File: src/rtl/fia_pkg.sv
package fia_pkg;
  localparam int FLT_W   = 11;
  localparam int II_W    = 7;
  localparam int PTR_W   = 24;
  localparam int KRQ_W   = 8;
  localparam int CODE_W  = 8;
  localparam int WORD_W  = 32;

  // fault bit positions
  localparam int F_ADDR_ERR   = 0;
  localparam int F_BAD_INSTR  = 1;
  localparam int F_BAD_ARITH  = 2;
  localparam int F_TIMEOUT    = 3;
  localparam int F_MEM_UNCORR = 4;
  localparam int F_ALT_TABLE  = 5;
  localparam int F_ACC_TRAP   = 6;
  localparam int F_AREA_CUR   = 7;
  localparam int F_TRACE      = 8;
  localparam int F_SOFT       = 9;
  localparam int F_AREA_NEXT  = 10;

  // instruction-related faults suppress instruction interrupts
  localparam logic [FLT_W-1:0] INSTR_FLT_MASK =
    (FLT_W'(1) << F_ADDR_ERR) | (FLT_W'(1) << F_BAD_INSTR) |
    (FLT_W'(1) << F_BAD_ARITH) | (FLT_W'(1) << F_TIMEOUT) |
    (FLT_W'(1) << F_MEM_UNCORR);

  // faults that save the failing instruction address
  localparam logic [FLT_W-1:0] CUR_ADDR_MASK =
    INSTR_FLT_MASK | (FLT_W'(1) << F_ALT_TABLE) |
    (FLT_W'(1) << F_ACC_TRAP) | (FLT_W'(1) << F_AREA_CUR);

  localparam logic [FLT_W-1:0] TRACE_ONLY = FLT_W'(1) << F_TRACE;

  // cause bit positions (code = bit + 1)
  localparam int C_FAIL_LOCK = 0;
  localparam logic [CODE_W-1:0] CODE_KREQ     = 8'd6;
  localparam logic [CODE_W-1:0] CODE_BRV_FAIL = 8'd7;
  localparam logic [CODE_W-1:0] CODE_LOCK_MAX = 8'd4;

  localparam logic [7:0]  CW_HEAD  = 8'hC1;
  localparam logic [7:0]  EXT_LOCK = 8'hC7;
  localparam logic [19:0] EXT_KREQ = 20'hC1000;
endpackage

File: src/rtl/fia_resolve.sv
module fia_resolve
  import fia_pkg::*;
#(
  parameter int CND_W = 4
) (
  input  logic [FLT_W-1:0] fault_i,
  input  logic [II_W-1:0]  ii_i,
  input  logic [CND_W-1:0] cond_i,
  input  logic [CND_W-1:0] mask_now_i,
  input  logic [CND_W-1:0] mask_hcp_i,
  input  logic             kernel_i,
  output logic [FLT_W-1:0] fault_eff_o,
  output logic [II_W-1:0]  ii_eff_o,
  output logic             do_hcp_o,
  output logic             do_halt_o,
  output logic             do_intr_o
);
  logic             instr_flt;
  logic             lone_trace;
  logic             hcp_req;
  logic [CND_W-1:0] mask_eff;

  always_comb begin
    // step 1: a faulty instruction did not really complete
    instr_flt   = |(fault_i & INSTR_FLT_MASK);
    ii_eff_o    = instr_flt ? '0 : ii_i;
    // step 2: failed lock swallows a lone trace
    lone_trace  = ii_i[C_FAIL_LOCK] && (fault_i == TRACE_ONLY);
    fault_eff_o = lone_trace ? '0 : fault_i;
    // step 3: remaining faults call, or halt in kernel mode
    hcp_req     = |fault_eff_o;
    do_halt_o   = hcp_req && kernel_i;
    do_hcp_o    = hcp_req && !kernel_i;
    // step 4: mask may have been reloaded by the call
    mask_eff    = do_hcp_o ? mask_hcp_i : mask_now_i;
    do_intr_o   = !do_halt_o && ((|ii_eff_o) || (|(cond_i & mask_eff)));
  end
endmodule

File: src/rtl/fia_cause_enc.sv
module fia_cause_enc
  import fia_pkg::*;
(
  input  logic [II_W-1:0]   ii_i,
  input  logic              en_i,
  input  logic [KRQ_W-1:0]  kreq_i,
  input  logic [PTR_W-1:0]  ptr_i,
  output logic [CODE_W-1:0] code_o,
  output logic [WORD_W-1:0] word_o,
  output logic              ext_valid_o,
  output logic [WORD_W-1:0] ext_word_o
);
  logic [CODE_W-1:0] pick;

  always_comb begin
    pick = '0;
    for (int b = II_W - 1; b >= 0; b--) begin
      if (ii_i[b]) pick = CODE_W'(b + 1);
    end
    code_o      = en_i ? pick : '0;
    word_o      = (code_o != '0) ? {CW_HEAD, 8'h00, code_o, 8'h00} : '0;
    ext_valid_o = 1'b0;
    ext_word_o  = '0;
    if (code_o == CODE_KREQ) begin
      ext_valid_o = 1'b1;
      ext_word_o  = {EXT_KREQ, kreq_i, 4'h0};
    end else if (code_o != '0 && code_o <= CODE_LOCK_MAX) begin
      ext_valid_o = 1'b1;
      ext_word_o  = {EXT_LOCK, ptr_i};
    end
  end
endmodule

File: src/rtl/fia_ret_sel.sv
module fia_ret_sel
  import fia_pkg::*;
#(
  parameter int ADDR_W = 32
) (
  input  logic [FLT_W-1:0]  fault_eff_i,
  input  logic              do_hcp_i,
  input  logic              do_intr_i,
  input  logic [CODE_W-1:0] code_i,
  input  logic [ADDR_W-1:0] cur_i,
  input  logic [ADDR_W-1:0] next_i,
  output logic [ADDR_W-1:0] hcp_addr_o,
  output logic [ADDR_W-1:0] intr_addr_o
);
  logic cur_class;

  always_comb begin
    cur_class   = |(fault_eff_i & CUR_ADDR_MASK);
    hcp_addr_o  = !do_hcp_i ? '0 : (cur_class ? cur_i : next_i);
    intr_addr_o = !do_intr_i ? '0 :
                  ((code_i == CODE_BRV_FAIL) ? cur_i : next_i);
  end
endmodule

File: src/rtl/fault_intr_arbiter.sv
module fault_intr_arbiter
  import fia_pkg::*;
#(
  parameter int ADDR_W = 32,
  parameter int CND_W  = 4
) (
  input  logic              clk,
  input  logic              rst_n,
  input  logic              in_valid_i,
  output logic              in_ready_o,
  input  logic [10:0]       fault_i,
  input  logic [6:0]        ii_cause_i,
  input  logic [CND_W-1:0]  cond_pend_i,
  input  logic [CND_W-1:0]  mask_now_i,
  input  logic [CND_W-1:0]  mask_hcp_i,
  input  logic              kernel_i,
  input  logic [ADDR_W-1:0] cur_addr_i,
  input  logic [ADDR_W-1:0] next_addr_i,
  input  logic [7:0]        kreq_code_i,
  input  logic [23:0]       lock_ptr_i,
  output logic              dec_valid_o,
  output logic              act_hcp_o,
  output logic              act_intr_o,
  output logic              act_halt_o,
  output logic              halted_o,
  output logic [10:0]       halt_faults_o,
  output logic [7:0]        cause_code_o,
  output logic [31:0]       cause_word_o,
  output logic              ext_valid_o,
  output logic [31:0]       ext_word_o,
  output logic [ADDR_W-1:0] hcp_ret_addr_o,
  output logic [ADDR_W-1:0] intr_ret_addr_o
);
  logic [FLT_W-1:0]  fault_eff;
  logic [II_W-1:0]   ii_eff;
  logic              do_hcp, do_halt, do_intr;
  logic [CODE_W-1:0] code;
  logic [WORD_W-1:0] cword, eword;
  logic              evalid;
  logic [ADDR_W-1:0] haddr, iaddr;
  logic              take;
  logic              past_ok;

  assign in_ready_o = !halted_o;
  assign take       = in_valid_i && in_ready_o;

  fia_resolve #(.CND_W(CND_W)) u_resolve (
    .fault_i    (fault_i),
    .ii_i       (ii_cause_i),
    .cond_i     (cond_pend_i),
    .mask_now_i (mask_now_i),
    .mask_hcp_i (mask_hcp_i),
    .kernel_i   (kernel_i),
    .fault_eff_o(fault_eff),
    .ii_eff_o   (ii_eff),
    .do_hcp_o   (do_hcp),
    .do_halt_o  (do_halt),
    .do_intr_o  (do_intr)
  );

  fia_cause_enc u_cause (
    .ii_i       (ii_eff),
    .en_i       (do_intr),
    .kreq_i     (kreq_code_i),
    .ptr_i      (lock_ptr_i),
    .code_o     (code),
    .word_o     (cword),
    .ext_valid_o(evalid),
    .ext_word_o (eword)
  );

  fia_ret_sel #(.ADDR_W(ADDR_W)) u_ret (
    .fault_eff_i(fault_eff),
    .do_hcp_i   (do_hcp),
    .do_intr_i  (do_intr),
    .code_i     (code),
    .cur_i      (cur_addr_i),
    .next_i     (next_addr_i),
    .hcp_addr_o (haddr),
    .intr_addr_o(iaddr)
  );

  always_ff @(posedge clk) begin
    if (!rst_n) begin
      dec_valid_o     <= 1'b0;
      act_hcp_o       <= 1'b0;
      act_intr_o      <= 1'b0;
      act_halt_o      <= 1'b0;
      halted_o        <= 1'b0;
      halt_faults_o   <= '0;
      cause_code_o    <= '0;
      cause_word_o    <= '0;
      ext_valid_o     <= 1'b0;
      ext_word_o      <= '0;
      hcp_ret_addr_o  <= '0;
      intr_ret_addr_o <= '0;
      past_ok         <= 1'b0;
    end else begin
      past_ok         <= 1'b1;
      dec_valid_o     <= take;
      act_hcp_o       <= take && do_hcp;
      act_intr_o      <= take && do_intr;
      act_halt_o      <= take && do_halt;
      cause_code_o    <= take ? code   : '0;
      cause_word_o    <= take ? cword  : '0;
      ext_valid_o     <= take && evalid;
      ext_word_o      <= take ? eword  : '0;
      hcp_ret_addr_o  <= take ? haddr  : '0;
      intr_ret_addr_o <= take ? iaddr  : '0;
      if (take && do_halt) begin
        halted_o      <= 1'b1;
        halt_faults_o <= fault_eff;
      end
    end
  end

  // once halted, stays halted and refuses input
  a_r5_halt_sticky: assert property (@(posedge clk) disable iff (!rst_n)
    halted_o |=> halted_o && !in_ready_o);

  // a halt excludes both procedures
  a_r5_halt_alone: assert property (@(posedge clk) disable iff (!rst_n)
    act_halt_o |-> !act_hcp_o && !act_intr_o && halted_o);

  // nothing is reported without a strobe
  a_r1_quiet_idle: assert property (@(posedge clk) disable iff (!rst_n)
    !dec_valid_o |-> !act_hcp_o && !act_intr_o && !act_halt_o && !ext_valid_o);

  // instruction-related fault leaves no cause code
  a_r2_cause_dropped: assert property (@(posedge clk) disable iff (!rst_n)
    past_ok && dec_valid_o && $past(|(fault_i & INSTR_FLT_MASK)) |-> cause_code_o == '0);

  // failed lock with lone trace gives no call
  a_r3_trace_dropped: assert property (@(posedge clk) disable iff (!rst_n)
    past_ok && dec_valid_o && $past(ii_cause_i[0] && fault_i == TRACE_ONLY)
    |-> !act_hcp_o && !act_halt_o && act_intr_o);

  // current-address fault class saves the current address
  a_r7_cur_addr: assert property (@(posedge clk) disable iff (!rst_n)
    past_ok && act_hcp_o && $past(|(fault_i & CUR_ADDR_MASK))
    |-> hcp_ret_addr_o == $past(cur_addr_i));

  // code range and word header
  a_r9_code_range: assert property (@(posedge clk) disable iff (!rst_n)
    cause_code_o <= CODE_BRV_FAIL && (cause_code_o == '0 || act_intr_o));
  a_r10_word_head: assert property (@(posedge clk) disable iff (!rst_n)
    cause_code_o != '0 |-> cause_word_o[31:24] == CW_HEAD);
endmodule

File: config.mk
export PLATFORM = sky130hd
export DESIGN_NAME = fault_intr_arbiter
export DESIGN_NICKNAME = d
export VERILOG_FILES = /design/src/rtl/fia_pkg.sv /design/src/rtl/fia_resolve.sv /design/src/rtl/fia_cause_enc.sv /design/src/rtl/fia_ret_sel.sv /design/src/rtl/fault_intr_arbiter.sv
export SDC_FILE = /design/constraint.sdc
export NUM_CORES = 1
export LEC_CHECK = 0
export BUFFER_PORTS_ARGS = -buffer_cell sky130_fd_sc_hd__buf_2
export CORE_MARGIN = 4
export CORE_UTILIZATION = 37
export DETAILED_ROUTE_END_ITERATION = 8
export HOLD_SLACK_MARGIN = 0.08
export PLACE_DENSITY = 0.82
export SYNTH_ARGS = -nofsm -noshare
export SYNTH_HDL_FRONTEND = slang
export SYNTH_SLANG_ARGS = --single-unit
File: constraint.sdc
create_clock -name clk -period 2.7 [get_ports clk]
set_input_delay 0.27 -clock clk [delete_from_list [all_inputs] [get_ports clk]]
set_output_delay 0.27 -clock clk [all_outputs]
set_load 0.02 [all_outputs]
# After elaboration in Yosys (flattened, before gate mapping)
# Cells that the tools add are included.
# totals
regBits	153
input_bits	130
out_inout_bits	154
wordCells	67
# op_classes
order_cmp	1
n_eq_ne	3
n_mux	18
bitwise	4
n_reduce_logical	26
# ops
op	count
32-bit 2-to-1 mux	5
3-bit 2-to-1 mux	8
11-bit by 9-bit == test with 1-bit output, second input constant	1
11-bit 2-to-1 mux	1
11-bit OR reduction	1
1-bit logical AND	10
3-bit AND reduction	3
8-bit by 3-bit == test with 1-bit output, second input constant	1
8-bit by 3-bit less-or-equal comparator with 1-bit output, second input constant	1
8-bit nonzero test	1
4-bit OR reduction	2
8-bit OR reduction	1
7-bit 2-to-1 mux	1
7-bit OR reduction	1
5-bit OR reduction	1
4-bit AND	1
4-bit 2-to-1 mux	1
3-bit == test, second input constant	1
1-bit logical NOT	3
1-bit NOT	3
3-bit OR reduction	1
1-bit 2-to-1 mux	2
2-bit AND reduction	1
1-bit logical OR	1

# Depth between registers and ports, before layout
# logic_depth
depth_word	16
mapped_depth	11
depth_no_buf	8

# Cells and area by module
# A second synthesis with hierarchy kept.
# unflattened
hier_cells	714
area_unflattened_um2	6620.1
# modules_own_cells
module	instances	cells_each	area_each_um2	seq_area_each_um2
fault_intr_arbiter	1	350	4257.8	3062.9
fia_ret_sel	1	218	1391.3	0.0
fia_cause_enc	1	109	735.7	0.0
fia_resolve	1	37	235.2	0.0

# Worst setup path after synthesis
# No wires, ideal clock.
# synth_timing
kind	in2reg
startpoint	input port fault_i[4]
endpoint	register ext_word_o[14]
arrival_time_ns	2.708
setup_slack_ns	-0.067
path_stages	11
n_path_buf	3
path_cell_list	nor3_2 nand2_1 nor3_1 clkbuf_1 o221ai_1 ha_1 buf_1 nand2_1 a31oi_1 buf_2 and2_1
# synth_via
elab_chain_cells	15
# synth_lines
element	line	source
start, declared	fault_intr_arbiter.sv:11	input logic [10:0] fault_i,
11-bit by 9-bit == test with 1-bit output	fia_resolve.sv:28	lone_trace = ii_i[C_FAIL_LOCK] && (fault_i == TRACE_ONLY);
1-bit logical AND	fia_resolve.sv:28	
11-bit 2-to-1 mux	fia_resolve.sv:29	fault_eff_o = lone_trace ? '0 : fault_i;
11-bit OR reduction	fia_resolve.sv:31	hcp_req = |fault_eff_o;
1-bit logical AND	fia_resolve.sv:33	do_hcp_o = hcp_req && !kernel_i;
4-bit 2-to-1 mux	fia_resolve.sv:35	mask_eff = do_hcp_o ? mask_hcp_i : mask_now_i;
4-bit AND	fia_resolve.sv:36	do_intr_o = !do_halt_o && ((|ii_eff_o) || (|(cond_i & mask_eff)));
4-bit OR reduction	fia_resolve.sv:36	
1-bit logical OR	fia_resolve.sv:36	
1-bit logical AND	fia_resolve.sv:36	
3-bit 2-to-1 mux (*)	fia_cause_enc.sv:20	code_o = en_i ? pick : '0;
8-bit by 3-bit less-or-equal comparator with 1-bit output or 8-bit nonzero test (tied branches)	fia_cause_enc.sv:27	end else if (code_o != '0 && code_o <= CODE_LOCK_MAX) begin
1-bit logical AND	fia_cause_enc.sv:27	
1-bit NOT (no line)	--	
4-bit OR reduction (no line) (*)	--	
end signal, assigned	fault_intr_arbiter.sv:107	ext_word_o <= take ? eword : '0;
end, declared	fault_intr_arbiter.sv:30	output logic [31:0] ext_word_o,
# Every way passes the cells marked *; elsewhere a longest branch is shown, timed or not.
# A chain may end at the register's enable or synchronous reset.

# Worst setup path in the final report
# layout_timing
startpoint	input port fault_i[5]
endpoint	register ext_word_o[21]
# layout_via
elab_chain_cells	15
# layout_lines
element	line
11-bit by 9-bit == test with 1-bit output	fia_resolve.sv:28
1-bit logical AND	fia_resolve.sv:28
11-bit 2-to-1 mux (*)	fia_resolve.sv:29
11-bit OR reduction (*)	fia_resolve.sv:31
1-bit logical AND	fia_resolve.sv:33
4-bit 2-to-1 mux	fia_resolve.sv:35
4-bit AND	fia_resolve.sv:36
4-bit OR reduction	fia_resolve.sv:36
1-bit logical OR	fia_resolve.sv:36
1-bit logical AND (*)	fia_resolve.sv:36
3-bit 2-to-1 mux (*)	fia_cause_enc.sv:20
8-bit by 3-bit less-or-equal comparator with 1-bit output or 8-bit nonzero test (tied branches)	fia_cause_enc.sv:27
1-bit logical AND	fia_cause_enc.sv:27
1-bit NOT (no line)	--
4-bit OR reduction (no line) (*)	--
# Marked as above.

==> flow_summary.yaml <==
timing:
  fmax_ghz: 0.460
  relSlewSlack: 0.569
  rsz0062_at_grt: "false"
  hold_viol: 0
  worst_slack_ps: 526
  setup_violations: 0
  tightestPinTransition_ps: 644
  period_share: 0.805
  finalCriticalPeriod_ps: 2170
  report.final.slew_viol_count: 0
  finClkSkew_ps: 4.99
  tns_ps: 0
detailed_routing:
  viasPerCell: 5.02
  antenna_left: 0
  drt-pass1-iter-count: 4
  vias: 4755
  wl_per_cell_um: 16.3
  drc_errors: 0
  wirelength_mm: 15.5
  drtIter0Drc: 586
final_layout:
  area_growth_syn_to_layout_pct: 43.9
  fin_cells: 948
  drive_gt1_frac: 0.388
  nets: 899
  final_area_um2: 6610
  fillers: 1100
  diodes: 0
critical_path:
  end_kind: "flip-flop"
  ff2ff_path_depth: 6
  cp_max_fo: 17
  reg2reg_from: "halted_o"
  arrival_ps: 2520
  cp_data_required_time_ps: 3050
  critPathLaunchType: "input pin"
  rrSetupSlack_ps: 680
  worstReg2RegEnd: "ext_word_o[21]"
  critPathKind: "in -> reg"
power_and_ir_drop:
  p_per_area_nw_per_um2: 644
  internal_power_mw: 3.25
  vdd_ir_drop_max_uv: 353
  swShare: 0.236
  p_leak_nw: 3.15
  power_mw: 4.25
  clock_power_share: 0.499
  p_switching_mw: 1.01
  seqPwrFrac: 0.408
  combPwrFrac: 0.093
yosys:
  yosysTopAreaCellShare: 0.497
  syn_area_um2: 4590
  synthTopCellsByCount: "dfxtp_1 (114), a21oi_1 (75), nand2_1 (71), clkbuf_1 (41), nand4_1 (41)"
  synth.avg_cell_area_um2: 8.85
  ys.warnings.count: 0
  async_flop_share: 0
  synth-edff-count: 0
  synth_top_cells_by_area: "dfxtp_1 (50%), a21oi_1 (8.2%), buf_4 (6.4%)"
  ys_ff_latch: 114
  ys_seq_area_frac: 0.497
  ys.flop_type: "dfxtp_1"
  yosys.cell_types.count: 41
  yosys.area.top_type: "dfxtp_1"
  yosysMostFrequentCell: "dfxtp_1"
  syn_inst: 519
cts:
  cts_tree: "built"
  root_buffer: "clkbuf_16"
  cts_buffer_depth: 2
  cts_resized: 0
  cts.sinks: 114
  htree_num_levels: 4
  cts_buffers: 17
  clk_pin_slew_ps: 50
  insertion_delay_ps: 410
global_routing:
  grt_pass1_vias: 4586
  grt_max_degree: 43
  track_usage: 0.210
  grt_pass1_wl_mm: 23.6
  grt_antenna_before_repair: 0
  gr-total-overflow: 0
place:
  place_congestion: 0.821
  portBuffers: 249
  dpl-instance-area_um2: 5890
  place_inst: 901
  dp_hpwl_mm: 10.5
  post-place-ws_ps: 156
floorplan:
  dieArea_um2: 14300
  coreArea_um2: 12100
  die_h_um: 119
  ios: 284
  start_util: 0.381
  die_x_um: 119
  fp-row-count: 40
worst_hold_path:
  min_delay_path_depth: 3
  min_to: "hcp_ret_addr_o[3]"
  hp-class: "in -> reg"
  hp-start: "next_addr_i[3]"
outcome:
  status: "completed"
job:
  drv_cap: 0
## metrics by stage
stage,hold WS [ps],util
finish,106,0.548
detailed placement,473,0.488
floorplan,392,-
CTS,92.0,0.548
global route,92.2,0.548
global placement,469,0.488
## cell type report
type,instances,area [µm²],area share
Clock buffer,21,450,0.0682
Clock inverter,10,110,0.0167
Inverter,6,22.5,0.00341
Multi-Input combinational cell,348,1980,0.300
Sequential cell,114,2280,0.345
Tap cell,168,210,0.0318
Timing Repair Buffer,281,1550,0.235
## layout by cell type, fill, tap and decap left out, types with 2 or more instances in the layout
cell	count
clkbuf_16	17
nand4_1	41
nor2b_1	12
nor3_2	3
nor3_1	3
nor2_1	11
buf_4	14
dlygate4sd3_1	16
a31oi_1	2
clkinv_2	5
mux2i_1	10
dfxtp_1	114
bufinv_16	2
clkbuf_1	3
or3_2	2
o31ai_1	32
nand2_1	71
o311ai_0	2
or3_1	2
buf_12	2
a21oi_1	75
and3_1	2
a22oi_1	2
conb_1	34
o311ai_1	6
o211ai_1	2
nor3b_1	2
and2_1	17
buf_2	249
inv_1	5
## worst max-delay path by stage
stage                        from              to  slack, ps
floorplan           ii_cause_i[0]  ext_word_o[14]         80
global placement    ii_cause_i[4]  ext_word_o[16]        200
detailed placement     fault_i[5]  ext_word_o[23]        160
CTS                    fault_i[5]  ext_word_o[23]        580
global route        ii_cause_i[4]  ext_word_o[19]        390
finish                 fault_i[5]  ext_word_o[21]        530
## registers in the layout (all words and copies together) (netlist names)
register         flops
hcp_ret_addr_o      32
intr_ret_addr_o     32
ext_word_o          26
halt_faults_o       11
cause_word_o         4
cause_code_o         3
act_halt_o           1
act_hcp_o            1
act_intr_o           1
dec_valid_o          1
ext_valid_o          1
halted_o             1
## worst max-delay path, cell delays in order
cell       delay (ps)
buf_2             110
nor3_2            290
nand3_1           200
a2111oi_4         420
inv_2              90
ha_1              310
nand2_1            60
a31oi_2           530
and2_1            240
## power by group through the flow
stage	combinational, mW	sequential [mW]	clock (mW)
2_1_floorplan	0.181	1.82	0
3_3_place_gp	0.370	1.77	0
3_5_place_dp	0.374	1.77	0
4_1_cts	0.394	1.73	2.16
5_1_grt	0.428	1.74	2.25
6_report	0.396	1.73	2.12
## logic make-up after synthesis
family	count (synthesis)	synth area share
simple gates	171	0.189
compound gates	132	0.182
flops	114	0.497
buf+inv	90	0.106
mux	10	0.0218
fa+ha+maj	1	0.00272
other cells	1	0.000817
## timing repair
| action | 4_1_cts | 5_1_grt |
|---|---|---|
| setup endpoints to repair | 0 | 0 |
| buffers inserted | 0 | 0 |
| hold endpoints to repair | 16 | 0 |
| hold buffers | 16 | 0 |
## metal layers
metal | up-vias | part of all wire | wire [µm] | track usage
li1 | 2268 | - | - | -
met1 | 2184 | 0.38 | 5910 | 0.235
met2 | 269 | 0.51 | 7830 | 0.369
met3 | 34 | 0.089 | 1380 | 0.0632
met4 | 0 | 0.023 | 363 | 0.0880
met5 | - | 0 | 0 | 0
Note: power is estimated with default switching activity, not from simulation.
